## config.mk

```make
export PLATFORM = sky130hd
export DESIGN_NAME = dram_segmux
export DESIGN_NICKNAME = d
export VERILOG_FILES = /design/src/rtl/dram_segmux_pkg.sv /design/src/rtl/dsm_port_pins.sv /design/src/rtl/dsm_seg_map.sv /design/src/rtl/dsm_phys_form.sv /design/src/rtl/dsm_dram_mux.sv /design/src/rtl/dram_segmux.sv
export SDC_FILE = /design/constraint.sdc
export NUM_CORES = 1
export LEC_CHECK = 0
export BUFFER_PORTS_ARGS = -buffer_cell sky130_fd_sc_hd__buf_2
export CELL_PAD_IN_SITES_DETAIL_PLACEMENT = 1
export CELL_PAD_IN_SITES_GLOBAL_PLACEMENT = 1
export CORE_ASPECT_RATIO = 1.4
export CORE_MARGIN = 2
export CORE_UTILIZATION = 17
export DETAILED_ROUTE_END_ITERATION = 8
export GPL_TIMING_DRIVEN = 0
export PLACE_DENSITY = 0.87
export SYNTH_ARGS = -nofsm -noshare
export SYNTH_HDL_FRONTEND = slang
export SYNTH_SLANG_ARGS = --single-unit
export TNS_END_PERCENT = 30
```

## constraint.sdc

```tcl
create_clock -name vclk -period 3.4
set_input_delay 0.51 -clock vclk [all_inputs]
set_output_delay 0.51 -clock vclk [all_outputs]
set_load 0.02 [all_outputs]
```

## src/rtl/dram_segmux_pkg.sv

```systemverilog
package dram_segmux_pkg;
  localparam int CPU_AW  = 16;
  localparam int OFS_W   = 14;
  localparam int BLK_W   = 4;
  localparam int SEG_N   = 4;
  localparam int SEG_W   = $clog2(SEG_N);
  localparam int PORT_W  = 8;
  localparam int PHYS_W  = BLK_W + OFS_W;
  localparam int MUX_W   = 9;
  localparam int HALF_W  = MUX_W - 1;
  localparam int VBANK_W = CPU_AW - OFS_W;

  // lines pulled low by the power-up hold
  localparam logic [PORT_W-1:0] HOLD_MASK_A = 8'b0010_0011;
  localparam logic [PORT_W-1:0] HOLD_MASK_B = 8'b0000_0001;

  typedef logic [PHYS_W-1:0] phys_t;
  typedef logic [MUX_W-1:0]  mux_t;
  typedef logic [BLK_W-1:0]  blk_t;

  function automatic logic pin_level(input logic val, input logic drv,
                                     input logic hold, input logic held_line);
    if (drv) return val;
    return !(hold && held_line);
  endfunction

  function automatic mux_t row_word(input phys_t p);
    return {p[PHYS_W-2], p[HALF_W-1:0]};
  endfunction

  function automatic mux_t col_word(input phys_t p);
    return {p[PHYS_W-1], p[2*HALF_W-1:HALF_W]};
  endfunction
endpackage

```

## src/rtl/dsm_port_pins.sv

```systemverilog
module dsm_port_pins
  import dram_segmux_pkg::*;
#(
  parameter int              W         = PORT_W,
  parameter logic [W-1:0]    HELD_MASK = '0
) (
  input  logic [W-1:0] val,
  input  logic [W-1:0] drv,
  input  logic         hold,
  output logic [W-1:0] pins
);
  for (genvar i = 0; i < W; i++) begin : g_line
    assign pins[i] = pin_level(val[i], drv[i], hold, HELD_MASK[i]);
  end
endmodule

```

## src/rtl/dsm_seg_map.sv

```systemverilog
module dsm_seg_map
  import dram_segmux_pkg::*;
(
  input  logic [PORT_W-1:0] pins_a,
  input  logic [PORT_W-1:0] pins_b,
  input  logic [SEG_W-1:0]  seg_idx,
  output logic [BLK_W-1:0]  blk
);
  localparam int ALL_W = 2 * PORT_W;
  logic [ALL_W-1:0] all_pins;
  logic [BLK_W-1:0] nib [SEG_N];

  assign all_pins = {pins_b, pins_a};

  for (genvar s = 0; s < SEG_N; s++) begin : g_seg
    assign nib[s] = all_pins[s*BLK_W +: BLK_W];
  end

  assign blk = nib[seg_idx];
endmodule

```

## src/rtl/dsm_phys_form.sv

```systemverilog
module dsm_phys_form
  import dram_segmux_pkg::*;
(
  input  logic               vid_own,
  input  logic [OFS_W-1:0]   cpu_ofs,
  input  logic [OFS_W-1:0]   vid_addr,
  input  logic [VBANK_W-1:0] vid_bank_n,
  input  logic [BLK_W-1:0]   blk,
  output logic [PHYS_W-1:0]  phys
);
  localparam int HI_W = BLK_W - VBANK_W;
  always_comb begin
    if (vid_own)
      phys = {blk[BLK_W-1 -: HI_W], ~vid_bank_n, vid_addr};
    else
      phys = {blk, cpu_ofs};
  end
endmodule

```

## src/rtl/dsm_dram_mux.sv

```systemverilog
module dsm_dram_mux
  import dram_segmux_pkg::*;
(
  input  logic [PHYS_W-1:0] phys,
  input  logic              row_phase,
  output logic [MUX_W-1:0]  ma
);
  assign ma = row_phase ? row_word(phys) : col_word(phys);
endmodule

```

## src/rtl/dram_segmux.sv

```systemverilog
module dram_segmux
  import dram_segmux_pkg::*;
(
  input  logic [15:0] cpu_addr,
  input  logic        vid_own,
  input  logic [13:0] vid_addr,
  input  logic [1:0]  vid_bank_n,
  input  logic [7:0]  pa_val,
  input  logic [7:0]  pa_dir,
  input  logic [7:0]  pb_val,
  input  logic [7:0]  pb_dir,
  input  logic        boot_hold,
  input  logic        row_phase,
  output logic [8:0]  ma,
  output logic [17:0] phys_addr
);
  logic [PORT_W-1:0] pins_a;
  logic [PORT_W-1:0] pins_b;
  logic [SEG_W-1:0]  seg_idx;
  logic [BLK_W-1:0]  blk_sel;

  // a video fetch leaves the top processor lines floating high
  assign seg_idx = vid_own ? {SEG_W{1'b1}} : cpu_addr[CPU_AW-1 -: SEG_W];

  dsm_port_pins #(.W(PORT_W), .HELD_MASK(HOLD_MASK_A)) u_pa (
    .val(pa_val), .drv(pa_dir), .hold(boot_hold), .pins(pins_a)
  );
  dsm_port_pins #(.W(PORT_W), .HELD_MASK(HOLD_MASK_B)) u_pb (
    .val(pb_val), .drv(pb_dir), .hold(boot_hold), .pins(pins_b)
  );
  dsm_seg_map u_map (
    .pins_a(pins_a), .pins_b(pins_b), .seg_idx(seg_idx), .blk(blk_sel)
  );
  dsm_phys_form u_phys (
    .vid_own(vid_own), .cpu_ofs(cpu_addr[OFS_W-1:0]), .vid_addr(vid_addr),
    .vid_bank_n(vid_bank_n), .blk(blk_sel), .phys(phys_addr)
  );
  dsm_dram_mux u_mux (
    .phys(phys_addr), .row_phase(row_phase), .ma(ma)
  );
endmodule

```

Word-level counts from Yosys, hierarchy flattened
Index checks and enable logic that the tools add are counted.
Word-level totals
  flip-flop bits (word level): 0
  bits in latches: 0
  bits in writable memories: 0
  bits in read-only memories: 0
  input port bits: 67
  output and inout port bits: 27
  word-level logic and storage cells: 58
  memories: 0
Operators by class
  $add $sub $neg: 0
  multipliers: 0
  div/mod/pow operators: 0
  $lt $le $gt $ge: 1
  eq/ne operators: 0
  shift-type cells: 0
  mux-type cells: 54
  bitwise operators: 2
  reductions and logical operators: 1
Operators by type and width (count)
  $mux W1: 48
  $mux W16: 1
  $mux W9: 1
  $bmux W4 S2: 1
  $mux W4: 2
  $ge A3 B3 Y1 const B: 1
  $not A2 Y3: 1
  $mux W2: 1
  $not A2 Y2: 1
  $logic_not A1 Y1: 1

Longest topological paths before layout
  word-level depth: 7
  gate-level depth with buffers: 5
  gate-level depth less buffers: 4

Hierarchy
A second synthesis with hierarchy kept.
Unflattened totals
  cell total of the unflattened synthesis: 58
  area, all modules: 635.6 um^2
Modules (own cells, without submodules)
  dsm_phys_form: times used 1, cells each 22, area an instance 261.5 um^2, seq. area each 0.0 um^2
  dsm_dram_mux: times used 1, cells each 10, area an instance 146.4 um^2, seq. area each 0.0 um^2
  dsm_seg_map: times used 1, cells each 4, area an instance 105.1 um^2, seq. area each 0.0 um^2
  dsm_port_pins at u_pa: times used 1, cells each 11, area an instance 57.6 um^2, seq. area each 0.0 um^2
  dsm_port_pins at u_pb: times used 1, cells each 9, area an instance 52.6 um^2, seq. area each 0.0 um^2
  dram_segmux: times used 1, cells each 2, area an instance 12.5 um^2, seq. area each 0.0 um^2

Worst setup path after synthesis
No wires, ideal clock.
  path kind: input to output
  start point: in cpu_addr[14]
  end point: out ma[8]
  data arrival time: 1.694 ns
  required time: 2.890 ns
  setup slack: 1.196 ns
  stages: 5
  buffers on the path: 1
  cells stage by stage: buf_6 or2_1 a31oi_1 o21ai_0 o31ai_1
On the way
  word-level cells in the longest chain between the ends: 6
RTL lines
  start: declaration: line dram_segmux.sv:4  | input logic [15:0] cpu_addr,
  $mux W2: line dram_segmux.sv:23  | assign seg_idx = vid_own ? {SEG_W{1'b1}} : cpu_addr[CPU_AW-1 -: SEG_W];
  $not A2 Y3 (implied by the code): line dsm_seg_map.sv:19  | assign blk = nib[seg_idx];
  $bmux W4 S2: line dsm_seg_map.sv:19
  $mux W4 (implied by the code) (2 in a row): line dsm_seg_map.sv:19
  $mux W9: line dsm_dram_mux.sv:8  | assign ma = row_phase ? row_word(phys) : col_word(phys);
  end: declaration: line dram_segmux.sv:14  | output logic [8:0] ma,
No other way between the ends. The select of a mux whose other input is x is not followed.

Worst setup path in the final report
  start point: in vid_own
  end point: out ma[8]
On the way
  word-level cells in the longest chain between the ends: 6
RTL lines
  start: declaration: line dram_segmux.sv:5  | input logic vid_own,
  $mux W2: line dram_segmux.sv:23
  $not A2 Y3 (implied by the code): line dsm_seg_map.sv:19
  $bmux W4 S2: line dsm_seg_map.sv:19
  $mux W4 (implied by the code) (2 in a row): line dsm_seg_map.sv:19
  $mux W9: line dsm_dram_mux.sv:8
No other way between the ends. The select of a mux whose other input is x is not followed.

==> flow_summary.ini <==
[status]
outcome = complete, no violations

[synthesis]
synthesis.area_sq_um = 552
synth_top_area_cell = mux2_2
ys_types = 29
seq_area_frac_synth_pct = 0
syn-num-nets = 150
syn_avg_cell_area_sq_um = 6.65
synth_top_area_share_pct = 32.7
synth_cells = 83
ys_warn_count = 0
ys_top_cells_by_area = mux2_2 33%, nor2_1 13%, inv_1 5.4%, nand2_1 4.1%, a31oi_1 3.4%

[routing]
drtIter0Drc = 2
wl_per_cell_microns = 12.4
firstDrtPassIters = 4
wl_microns = 2640
vias = 1000
drtAntennaViolNets = 0
via_per_inst = 4.67
remaining_drc_errors = 0

[finish]
layout.nets = 244
fin_util_pct = 34.0
drive_gt1_share_pct = 64.0
antenna_cells = 0
area.growth.synth_to_final_pct = 92.3
final_cells = 214
nClkBuffers = 0
stdcell_area_sq_um = 1060
n_sequential_cell = 0
seq_area_sq_um = 0

[setup_path]
critical_path_buf_inv_count = 2
required_ns = 2.89
path_cells = buf_2 -> or3_1 -> o32a_1 -> o211ai_2 -> o31ai_1 -> buf_2
cp-start-kind = input pin
crit_fanout = 6
critical-path-top-delay-family = compound AO/OA/AOI/OAI gates
cpMaxStageDelayCell = or3_1
cp_common_cell = buf_2
crit_type = in -> out
cp-end-kind = output pin
slowest_delay_ns = 0.42
cp.arrival_ns = 1.73

[floorplan]
dieHeight_microns = 71.4
rows = 24
die_area_sq_um = 3720
coreArea_sq_um = 3120
die_x_microns = 52.2
initial_core_util_pct = 17.7
ios = 94

[run]
drv_cap = 0

[sta]
clock.fmax_mhz = 447
setup_viol = 0
period_share_pct = 65.7
setup_tns_ns = 0
timing_hold_violations_final = 0
finalMaxSlewViolations = 0
fin_crit_ns = 2.24
relSlewSlack_pct = 73.1
tightest_slew_ns = 0.393
rsz0062_at_grt = no

[power]
leakage_uw = 0.000578
powerDensity_nw_per_um2 = 156
peakVddDrop_mv = 0.0752

[global_routing]
grt_max_degree = 11
grt_pass1_vias = 1076
grt_use_total_pct = 14.1
grt_first_pass_wirelength_microns = 4300
antenna_found_initial = 0
grt_overflow = 0

[min_path]
hold_path.class = in -> out

[placement]
hpwl_microns = 2400
place_inst = 214
placed_cell_area_sq_um = 1060
globalplace.congestion = 0.723
numPortBuffers = 92

[clocking]
ctsResizeCount = 0
cts_post_setup_buffers_inserted = 0
cts_hold_buf = 0
[final timing paths]
check	start	endpoint	slack, ns	cells after the start
worst max-delay path	vid_own	ma[8]	1.16	6
worst min-delay path	vid_addr[4]	phys_addr[4]	1.38	3
[metrics by stage]
stage / worst slack (ns) / hold slack (ns) / power (uW)
6_report: 1.16 / 1.38 / 166
5_1_grt: 1.01 / 1.40 / 181
4_1_cts: 1.15 / 1.39 / 168
3_5_place_dp: 1.16 / 1.39 / 168
3_3_place_gp: 1.14 / 1.38 / 164
2_1_floorplan: 1.20 / 1.22 / 93.8
[report_power, final]
group	switching (uW)	internal, uW
clock network	0	0
logic	89.9	75.6
registers	0	0
total	89.9	75.6
[kinds of logic (layout without fill, tap and decap cells)]
group,count (synthesis),after routing,share of synthesized area (%)
multiplexers,16,16,32.7
AND/OR/NAND/NOR,38,38,33.8
buffers and inverters,12,104,9.98
AO/OA/AOI/OAI,17,17,23.6
[cell usage in the layout (no fill, tap or decap), drive strengths merged]
cell type   n
buf        95
mux2       16
nor2b       2
o32a        1
nand3       2
o21ai       3
clkbuf      1
nor4b       2
nor2       19
a31oi       3
nand2       6
o31ai       1
o311ai      1
or2         1
a41oi       1
or3         1
a221oi      1
nor3b       2
a32oi       1
a21boi      1
nand4b      1
inv         8
or4b        1
nand2b      1
a2111oi     1
o21a        1
o211ai      2
[cell type report]
class | instances | area, sq um
fillers | 447 | 2060
multi-input cells | 71 | 497
repair buffers | 92 | 460
well taps | 39 | 48.8
inverters | 8 | 30.0
plain buffers | 4 | 25.0
[Yosys cell counts, types with 2 or more instances]
library cell and number:
nand3_1 2, a31oi_1 3, nor3b_1 2, inv_1 8, nand2_1 6, nor4b_1 2, nor2b_1 2, mux2_2 16
nor2_1 19, buf_2 2, o21ai_0 3
[per-layer routing]
metal | GRT usage, % | share of wire, % | up-vias
met5 | 0 | 0 | -
met4 | 0.855 | 0.61 | 0
met3 | 2.29 | 12 | 2
met2 | 29.3 | 53 | 65
met1 | 14.6 | 35 | 444
li1 | - | - | 489
Power figures use the tool's default switching activity.
